[src/rtl/tmr_pkg.sv]
`timescale 1ns/1ps
package tmr_pkg;
    typedef enum logic [1:0] {
        ST_HALT = 2'd0,
        ST_RUN  = 2'd1,
        ST_FIRE = 2'd2
    } tmr_state_e;
endpackage

[src/rtl/tmr_stage.sv]
`timescale 1ns/1ps
module tmr_stage #(
    parameter int CNT_W = 12,
    parameter int BUS_W = 8
) (
    input  logic             clk,
    input  logic             rst_n,
    input  logic             lo_wr,
    input  logic             hi_wr,
    input  logic [BUS_W-1:0] wdata,
    output logic [CNT_W-1:0] load_val,
    output logic [CNT_W-1:0] reload_q
);
    localparam int HI_W = CNT_W - BUS_W;

    logic [BUS_W-1:0] lo_stage_q;

    always_ff @(posedge clk) begin
        if (!rst_n) begin
            lo_stage_q <= '0;
        end else if (lo_wr) begin
            lo_stage_q <= wdata;
        end
    end

    always_comb begin
        load_val = {wdata[HI_W-1:0], lo_stage_q};
    end

    always_ff @(posedge clk) begin
        if (!rst_n) begin
            reload_q <= '0;
        end else if (hi_wr) begin
            reload_q <= load_val;
        end
    end
endmodule

[src/rtl/tmr_count.sv]
`timescale 1ns/1ps
module tmr_count #(
    parameter int CNT_W = 12
) (
    input  logic             clk,
    input  logic             rst_n,
    input  logic             load,
    input  logic [CNT_W-1:0] load_val,
    input  logic [CNT_W-1:0] reload_q,
    input  logic             tick,
    output logic [CNT_W-1:0] cnt_q,
    output logic             timeout
);
    import tmr_pkg::*;

    localparam logic [CNT_W-1:0] ONE = CNT_W'(1);

    tmr_state_e       state_q, state_d;
    logic [CNT_W-1:0] cnt_d;

    always_ff @(posedge clk) begin
        if (!rst_n) begin
            state_q <= ST_HALT;
            cnt_q   <= '0;
        end else begin
            state_q <= state_d;
            cnt_q   <= cnt_d;
        end
    end

    always_comb begin
        state_d = state_q;
        cnt_d   = cnt_q;
        if (load) begin
            cnt_d   = load_val;
            state_d = (load_val == '0) ? ST_HALT : ST_RUN;
        end else begin
            unique case (state_q)
                ST_HALT: begin
                    state_d = ST_HALT;
                end
                ST_RUN, ST_FIRE: begin
                    state_d = ST_RUN;
                    if (tick) begin
                        if (cnt_q == ONE) begin
                            cnt_d   = reload_q;
                            state_d = ST_FIRE;
                        end else begin
                            cnt_d = cnt_q - ONE;
                        end
                    end
                end
                default: begin
                    state_d = ST_HALT;
                end
            endcase
        end
    end

    always_comb begin
        timeout = (state_q == ST_FIRE);
    end
endmodule

[src/rtl/tmr_rdmux.sv]
`timescale 1ns/1ps
module tmr_rdmux #(
    parameter int CNT_W = 12,
    parameter int BUS_W = 8
) (
    input  logic             clk,
    input  logic             rst_n,
    input  logic             lo_rd,
    input  logic             hi_rd,
    input  logic             show_reload,
    input  logic [CNT_W-1:0] cnt_q,
    input  logic [CNT_W-1:0] reload_q,
    output logic [BUS_W-1:0] rdata
);
    localparam int HI_W  = CNT_W - BUS_W;
    localparam int PAD_W = BUS_W - HI_W;

    logic [HI_W-1:0] nib_latch_q;

    always_ff @(posedge clk) begin
        if (!rst_n) begin
            nib_latch_q <= '0;
        end else if (lo_rd) begin
            nib_latch_q <= cnt_q[CNT_W-1:BUS_W];
        end
    end

    always_comb begin
        rdata = '0;
        if (lo_rd) begin
            rdata = show_reload ? reload_q[BUS_W-1:0] : cnt_q[BUS_W-1:0];
        end else if (hi_rd) begin
            rdata = {{PAD_W{1'b0}},
                     show_reload ? reload_q[CNT_W-1:BUS_W] : nib_latch_q};
        end
    end
endmodule

[src/rtl/tmr_split12.sv]
`timescale 1ns/1ps
module tmr_split12 #(
    parameter int CNT_W = 12,
    parameter int BUS_W = 8
) (
    input  logic             clk,
    input  logic             rst_n,
    input  logic             bus_sel,
    input  logic             bus_we,
    input  logic             bus_addr,
    input  logic [BUS_W-1:0] bus_wdata,
    output logic [BUS_W-1:0] bus_rdata,
    input  logic             tick,
    input  logic             show_reload,
    output logic             timeout
);
    logic             lo_wr, hi_wr, lo_rd, hi_rd;
    logic [CNT_W-1:0] load_val;
    logic [CNT_W-1:0] reload_q;
    logic [CNT_W-1:0] cnt_q;

    always_comb begin
        lo_wr = bus_sel &  bus_we & ~bus_addr;
        hi_wr = bus_sel &  bus_we &  bus_addr;
        lo_rd = bus_sel & ~bus_we & ~bus_addr;
        hi_rd = bus_sel & ~bus_we &  bus_addr;
    end

    tmr_stage #(.CNT_W(CNT_W), .BUS_W(BUS_W)) u_stage (
        .clk      (clk),
        .rst_n    (rst_n),
        .lo_wr    (lo_wr),
        .hi_wr    (hi_wr),
        .wdata    (bus_wdata),
        .load_val (load_val),
        .reload_q (reload_q)
    );

    tmr_count #(.CNT_W(CNT_W)) u_count (
        .clk      (clk),
        .rst_n    (rst_n),
        .load     (hi_wr),
        .load_val (load_val),
        .reload_q (reload_q),
        .tick     (tick),
        .cnt_q    (cnt_q),
        .timeout  (timeout)
    );

    tmr_rdmux #(.CNT_W(CNT_W), .BUS_W(BUS_W)) u_rdmux (
        .clk         (clk),
        .rst_n       (rst_n),
        .lo_rd       (lo_rd),
        .hi_rd       (hi_rd),
        .show_reload (show_reload),
        .cnt_q       (cnt_q),
        .reload_q    (reload_q),
        .rdata       (bus_rdata)
    );
endmodule

[config.mk]
export PLATFORM = sky130hd
export DESIGN_NAME = tmr_split12
export DESIGN_NICKNAME = d
export VERILOG_FILES = /design/src/rtl/tmr_pkg.sv /design/src/rtl/tmr_stage.sv /design/src/rtl/tmr_count.sv /design/src/rtl/tmr_rdmux.sv /design/src/rtl/tmr_split12.sv
export SDC_FILE = /design/constraint.sdc
export NUM_CORES = 1
export LEC_CHECK = 0
export BUFFER_PORTS_ARGS = -buffer_cell sky130_fd_sc_hd__buf_2
export CAP_MARGIN = 20
export CORE_ASPECT_RATIO = 1.1
export CORE_MARGIN = 3
export CORE_UTILIZATION = 40
export DETAILED_ROUTE_END_ITERATION = 6
export MAX_ROUTING_LAYER = met4
export SLEW_MARGIN = 20
export SYNTH_ARGS = -nofsm -noshare
export SYNTH_HDL_FRONTEND = slang
export SYNTH_HIERARCHICAL = 1
export SYNTH_SLANG_ARGS = --single-unit
[constraint.sdc]
create_clock -name clk -period 3.4 [get_ports clk]
set_input_delay 0.17 -clock clk [delete_from_list [all_inputs] [get_ports clk]]
set_output_delay 0.17 -clock clk [all_outputs]
set_load 0.005 [all_outputs]
==> results of run 1 <==
sequential cells by signal, indices dropped and copies added, names as in the netlist:
name	flops
u_count/state_q	2
u_stage/lo_stage_q	8
u_count/cnt_q	12
u_rdmux/nib_latch_q	4
u_stage/reload_q	12
Yosys cell counts (2+ instances only):
master,number
or3_1,3
clkbuf_1,8
mux2i_1,40
a21oi_1,3
o21ai_0,7
o32ai_1,3
dfxtp_1,38
o21a_1,4
inv_1,7
ha_1,3
o31ai_1,2
buf_6,4
and3b_1,2
nor4_1,5
nor3_1,7
nor2b_1,26
buf_2,2
nand2_1,2
o22ai_1,11
or4_1,2
buf_4,5
or4_4,2
nor2_1,10
a22oi_1,11
cell families after synthesis:
kind of cell               Yosys count
AOI/OAI and AO/OA                   46
xor gates and xnor gates             2
adders and majority gates            3
buffers and inverters               26
DFF                                 38
muxes                               40
and+or+nand+nor                     70
worst max-delay path, delay by kind of cell (launching register included):
| kind | cells | cell delay [ns] |
|---|---|---|
| simple gates | 3 | 1.42 |
| flops | 1 | 0.35 |
| compound gates | 1 | 0.20 |
| fa+ha+maj | 1 | 0.18 |
| buf+inv | 1 | 0.11 |
stage by stage:
stage / total power (µW) / cell area (µm²)
final: 1010 / 2300
after floorplan: 612 / 2130
after global routing: 1060 / 2300
after global placement: 641 / 2190
after detailed placement: 640 / 2190
after CTS: 1020 / 2300
area by class of cell:
class                           count  area share [%]
Sequential cell                    38            33.0
Timing Repair Buffer               23            5.00
Multi-Input combinational cell    161            53.0
Clock inverter                      3            1.74
Tap cell                           58            3.15
Clock buffer                        5            2.99
Inverter                            7            1.14
report_power, final:
group / switching, µW / leakage [µW] / internal, µW
logic: 83.8 / 0.000518 / 70.2
clock network: 165 / 0.0000579 / 216
registers: 18.7 / 0.000308 / 459
total: 268 / 0.000884 / 745
layer usage:
layer / up-vias / track usage [%] / share of wire (%)
li1: 844 / - / -
met1: 803 / 24.7 / 46
met2: 51 / 28.4 / 47
met3: 5 / 3.63 / 5.4
met4: 0 / 5.94 / 1.1
met5: - / - / 0
path summary, 6_finish.rpt:
path / startpoint / end / slack, ns / depth (start not counted)
hold reg to reg: u_rdmux/nib_latch_q[3] / u_rdmux/nib_latch_q[3] / 0.53 / 2
setup / recovery: u_count/cnt_q[1] / u_count/cnt_q[1] / 1.05 / 6
setup reg to reg: u_count/cnt_q[1] / u_count/cnt_q[1] / 1.05 / 6
hold / removal: bus_wdata[6] / u_stage/lo_stage_q[6] / 0.13 / 3
==> results.cfg, run 1 <==
[global_route]
grt_overflow = 0
grt_max_degree = 31
grt_use_total_pct = 18.6
grt_pass1_vias = 1629
antenna_found_initial = 0
grt_first_pass_wirelength_um = 8490

[synthesis]
synth_edf_count = 0
synth_simple_gate_area_share_pct = 20.6
synth_compound_area_share_pct = 15.3
ys_top_cells_by_area = dfxtp_1, mux2i_1, nor2b_1
synthCells = 225
synthesis.area_um2 = 2130
avgSynthCellArea_um2 = 9.46
synthXorXnorAreaFrac_pct = 0.823
yosysWarnings = 6
synth_seq_area_share_pct = 35.7
synth_top_family_by_area = simple AND/OR/NAND/NOR gates
synth_cell_types = 42
synth_flop_cell = dfxtp_1
ys_ff_latch = 38
muxShareOfSynthArea_pct = 18.8
yosysTopAreaCell = dfxtp_1
async_reset_ff_share_pct = 0
synth_nets = 243
synthAdderAreaFrac_pct = 1.76
synth_top_area_share_pct = 35.7

[die]
die_h_um = 82.5
die_area_um2 = 6240
initial_core_util_pct = 42.0
fp.dieW_um = 75.6
row_count = 27
design.core.area_um2 = 5070
ioPinCount = 24

[critical_path]
worstPathRequired_ns = 3.60
slowest_delay_ns = 0.63
worstSetupEndpointType = register
worstPathArrival_ns = 2.56
path_max_fanout = 13
path_class = register to register
start_kind = register
cp_slowest_cell = or4b_2
crit_chain = inv_1 -> ha_1 -> or4b_2 -> or3_1 -> and2_0 -> o32ai_1

[sta]
setup_ws_ns = 1.05
finalSetupViolCount = 0
rsz0062_at_grt = no
period_share_pct = 69.1
final_hold_viol_count = 0
tightest_slew_ns = 0.868
period_minus_slack_ns = 2.35
relSlewSlack_pct = 41.9
skew_ns = 0.00273
tns_ns = 0
slew_viol_final = 0
whs_ns = 0.132
max_freq_ghz = 0.425

[clocking]
clock-root-buffer = clkbuf_8
ctsResizeCount = 0
insertion_delay_ns = 0.29
cts_setup_buffers = 0
h-tree-depth = 2
cts_buffers = 5
ctsHoldBuffers = 0
cts_tree = yes
clkTransAtPathRegs_ns = 0.08
clockBufferDepth = 2
cts_sinks = 38

[layout]
nFillCells = 508
syn_to_final_growth_pct = 8.17
regArea_um2 = 761
layout_commonest_cell = mux2i_1
fin_nets = 254
multiInputGateArea_um2 = 1220
layout-drive-gt1-share_pct = 16.5
fin_util_pct = 45.5
layoutNonFillerInstCount = 295
antenna_cells = 0
final_cell_mix = mux2i_1, dfxtp_1, nor2b_1

[pwr]
leakagePower_uw = 0.000884
p_per_area_nw_per_um2 = 440
ir_drop_mv = 0.249

[route]
vias_per_cell = 5.77
dr.pass1.iters = 4
wirelength_um = 5070
route.detailed.drc = 0
ant_nets = 0
wl_per_cell_um = 17.2
vias = 1703
first_iter_violations = 203

[placed_design]
routabilityCongestion = 0.883
dp_hpwl_um = 3510
portBuffers = 23
dp.cells = 287
post-place-ws_ns = 1.07

[run_status]
status = completed

[min_path]
min_path_type = primary input to register

[job]
drv_cap = 0
Note: power is estimated with default switching activity, not from simulation.
==> run 2, diff against run 1 <==
clock period = 2.2 ns   (was 3.4 ns; I/O delays follow)
==> run 2 against run 1 <==
  * Combinational power is 79% higher
  * Total power is 73% higher
  * Clock-buffer cell count is 1 higher
  * Critical endpoint is now u_count/cnt_q[9]
  * Die area stayed put
  * Via count is 4.5% higher
  * Clock power is 94% higher
==> results.cfg, run 2 (same netlist as run 1, synthesis figures left out) <==
[layout]
reg.largest.list = u_count/cnt_q: 12 flops, u_stage/reload_q: 12 flops, u_stage/lo_stage_q: 8 flops
layout_commonest_cell = mux2i_1
final_cell_mix = mux2i_1, dfxtp_1, nor2b_1
multiInputGateArea_um2 = 1220
antenna_cells = 0
fin_nets = 272
nFillCells = 498
regArea_um2 = 761
syn_to_final_growth_pct = 16.3
layout-drive-gt1-share_pct = 22.7
fin_util_pct = 48.9

[min_path]
min_path_type = primary input to register

[die]
ioPinCount = 24
row_count = 27
initial_core_util_pct = 42.0
die_area_um2 = 6240
design.core.area_um2 = 5070
fp.dieW_um = 75.6
die_h_um = 82.5

[clocking]
clockBufferDepth = 2
cts_tree = yes
clock-root-buffer = clkbuf_8
cts_setup_buffers = 0
h-tree-depth = 2
clkTransAtPathRegs_ns = 0.08
ctsResizeCount = 0
ctsHoldBuffers = 0
cts_sinks = 38
insertion_delay_ns = 0.29
cts_buffers = 5

[placed_design]
dp_hpwl_um = 3830
routabilityCongestion = 0.891
portBuffers = 23

[global_route]
grt_overflow = 0
antenna_found_initial = 0
grt_use_total_pct = 19.1
grt_pass1_vias = 1677
grt_first_pass_wirelength_um = 8620
grt_max_degree = 28

[pwr]
ir_drop_mv = 0.570
p_per_area_nw_per_um2 = 705
leakagePower_uw = 0.000990

[route]
wirelength_um = 5360
vias_per_cell = 5.68
vias = 1779
route.detailed.drc = 0
first_iter_violations = 151
wl_per_cell_um = 17.1
ant_nets = 0
dr.pass1.iters = 4

[sta]
tightest_slew_ns = 0.516
slew_viol_final = 0
final_hold_viol_count = 0
tns_ns = 0
period_minus_slack_ns = 2.12
period_share_pct = 96.5
skew_ns = 0.00609
relSlewSlack_pct = 65.6
finalSetupViolCount = 0
max_freq_ghz = 0.471

[critical_path]
slowest_delay_ns = 0.63
worstPathArrival_ns = 2.28
cp_slowest_cell = or4b_2
path_max_fanout = 7
worstPathRequired_ns = 2.36
worst-path-buf-inv = 2
cp_top_family = simple AND/OR/NAND/NOR gates
crit_chain = inv_1 -> ha_1 -> or4b_2 -> or3_4 -> buf_4 -> o21ai_0 -> o32ai_1
start_kind = register
worstSetupEndpointType = register
path_class = register to register

[run_status]
status = completed

[job]
drv_cap = 0
-- run 2: changes by cell type in the layout (fill, tap and decap cells not counted) --
cell,change
buf_4,+18
bufinv_16,+1
clkbuf_8,+1
clkinv_2,-2
o21ai_0,-1
o21ai_1,+1
or3_1,-1
or3_4,+1
-- run 2: path summary, 6_finish.rpt --
kind | endpoint | depth (start not counted) | from | slack, ns
worst max-delay path | u_count/cnt_q[9] | 7 | u_count/cnt_q[1] | 0.08
worst min-delay path | u_stage/lo_stage_q[4] | 3 | bus_wdata[4] | 0.07
worst max register to register | u_count/cnt_q[9] | 7 | u_count/cnt_q[1] | 0.08
worst min register to register | u_rdmux/nib_latch_q[0] | 2 | u_rdmux/nib_latch_q[0] | 0.52
-- run 2: power breakdown --
| part | switching, µW | internal [µW] |
|---|---|---|
| registers | 20.7 | 709 |
| clock network | 257 | 484 |
| logic | 147 | 129 |
| total | 425 | 1320 |
-- run 2: final cells by class --
class | count | area share [%]
Multi-Input combinational cell | 161 | 49.4
Sequential cell | 38 | 30.7
Timing Repair Buffer | 41 | 10.1
Clock buffer | 6 | 3.33
Tap cell | 58 | 2.93
Clock inverter | 2 | 2.42
Inverter | 7 | 1.06
-- run 2: worst min-delay path, cell delays in order --
cell	delay, ns
buf_2	0.07
mux2i_1	0.05
nor2b_1	0.09
-- run 2: layer usage --
layer / track usage, % / share of wire [%]
met5: - / 0
met4: 4.55 / 1.0
met1: 24.7 / 47
met3: 4.24 / 3.9
met2: 30.5 / 48
-- run 2: stage by stage --
stage / hold WS, ns / std cells / total power, µW / worst slack (ns) / instance area [µm²]
6_report: 0.0728 / 313 / 1750 / 0.0780 / 2480
5_1_grt: 0.0790 / 313 / 1820 / -0.0134 / 2480
4_1_cts: 0.0674 / 313 / 1750 / 0.0171 / 2470
3_5_place_dp: 0.375 / 305 / 1020 / 0.0306 / 2330
3_3_place_gp: 0.366 / 305 / 1020 / 0.0709 / 2330
2_1_floorplan: 0.219 / 225 / 945 / 0.140 / 2130
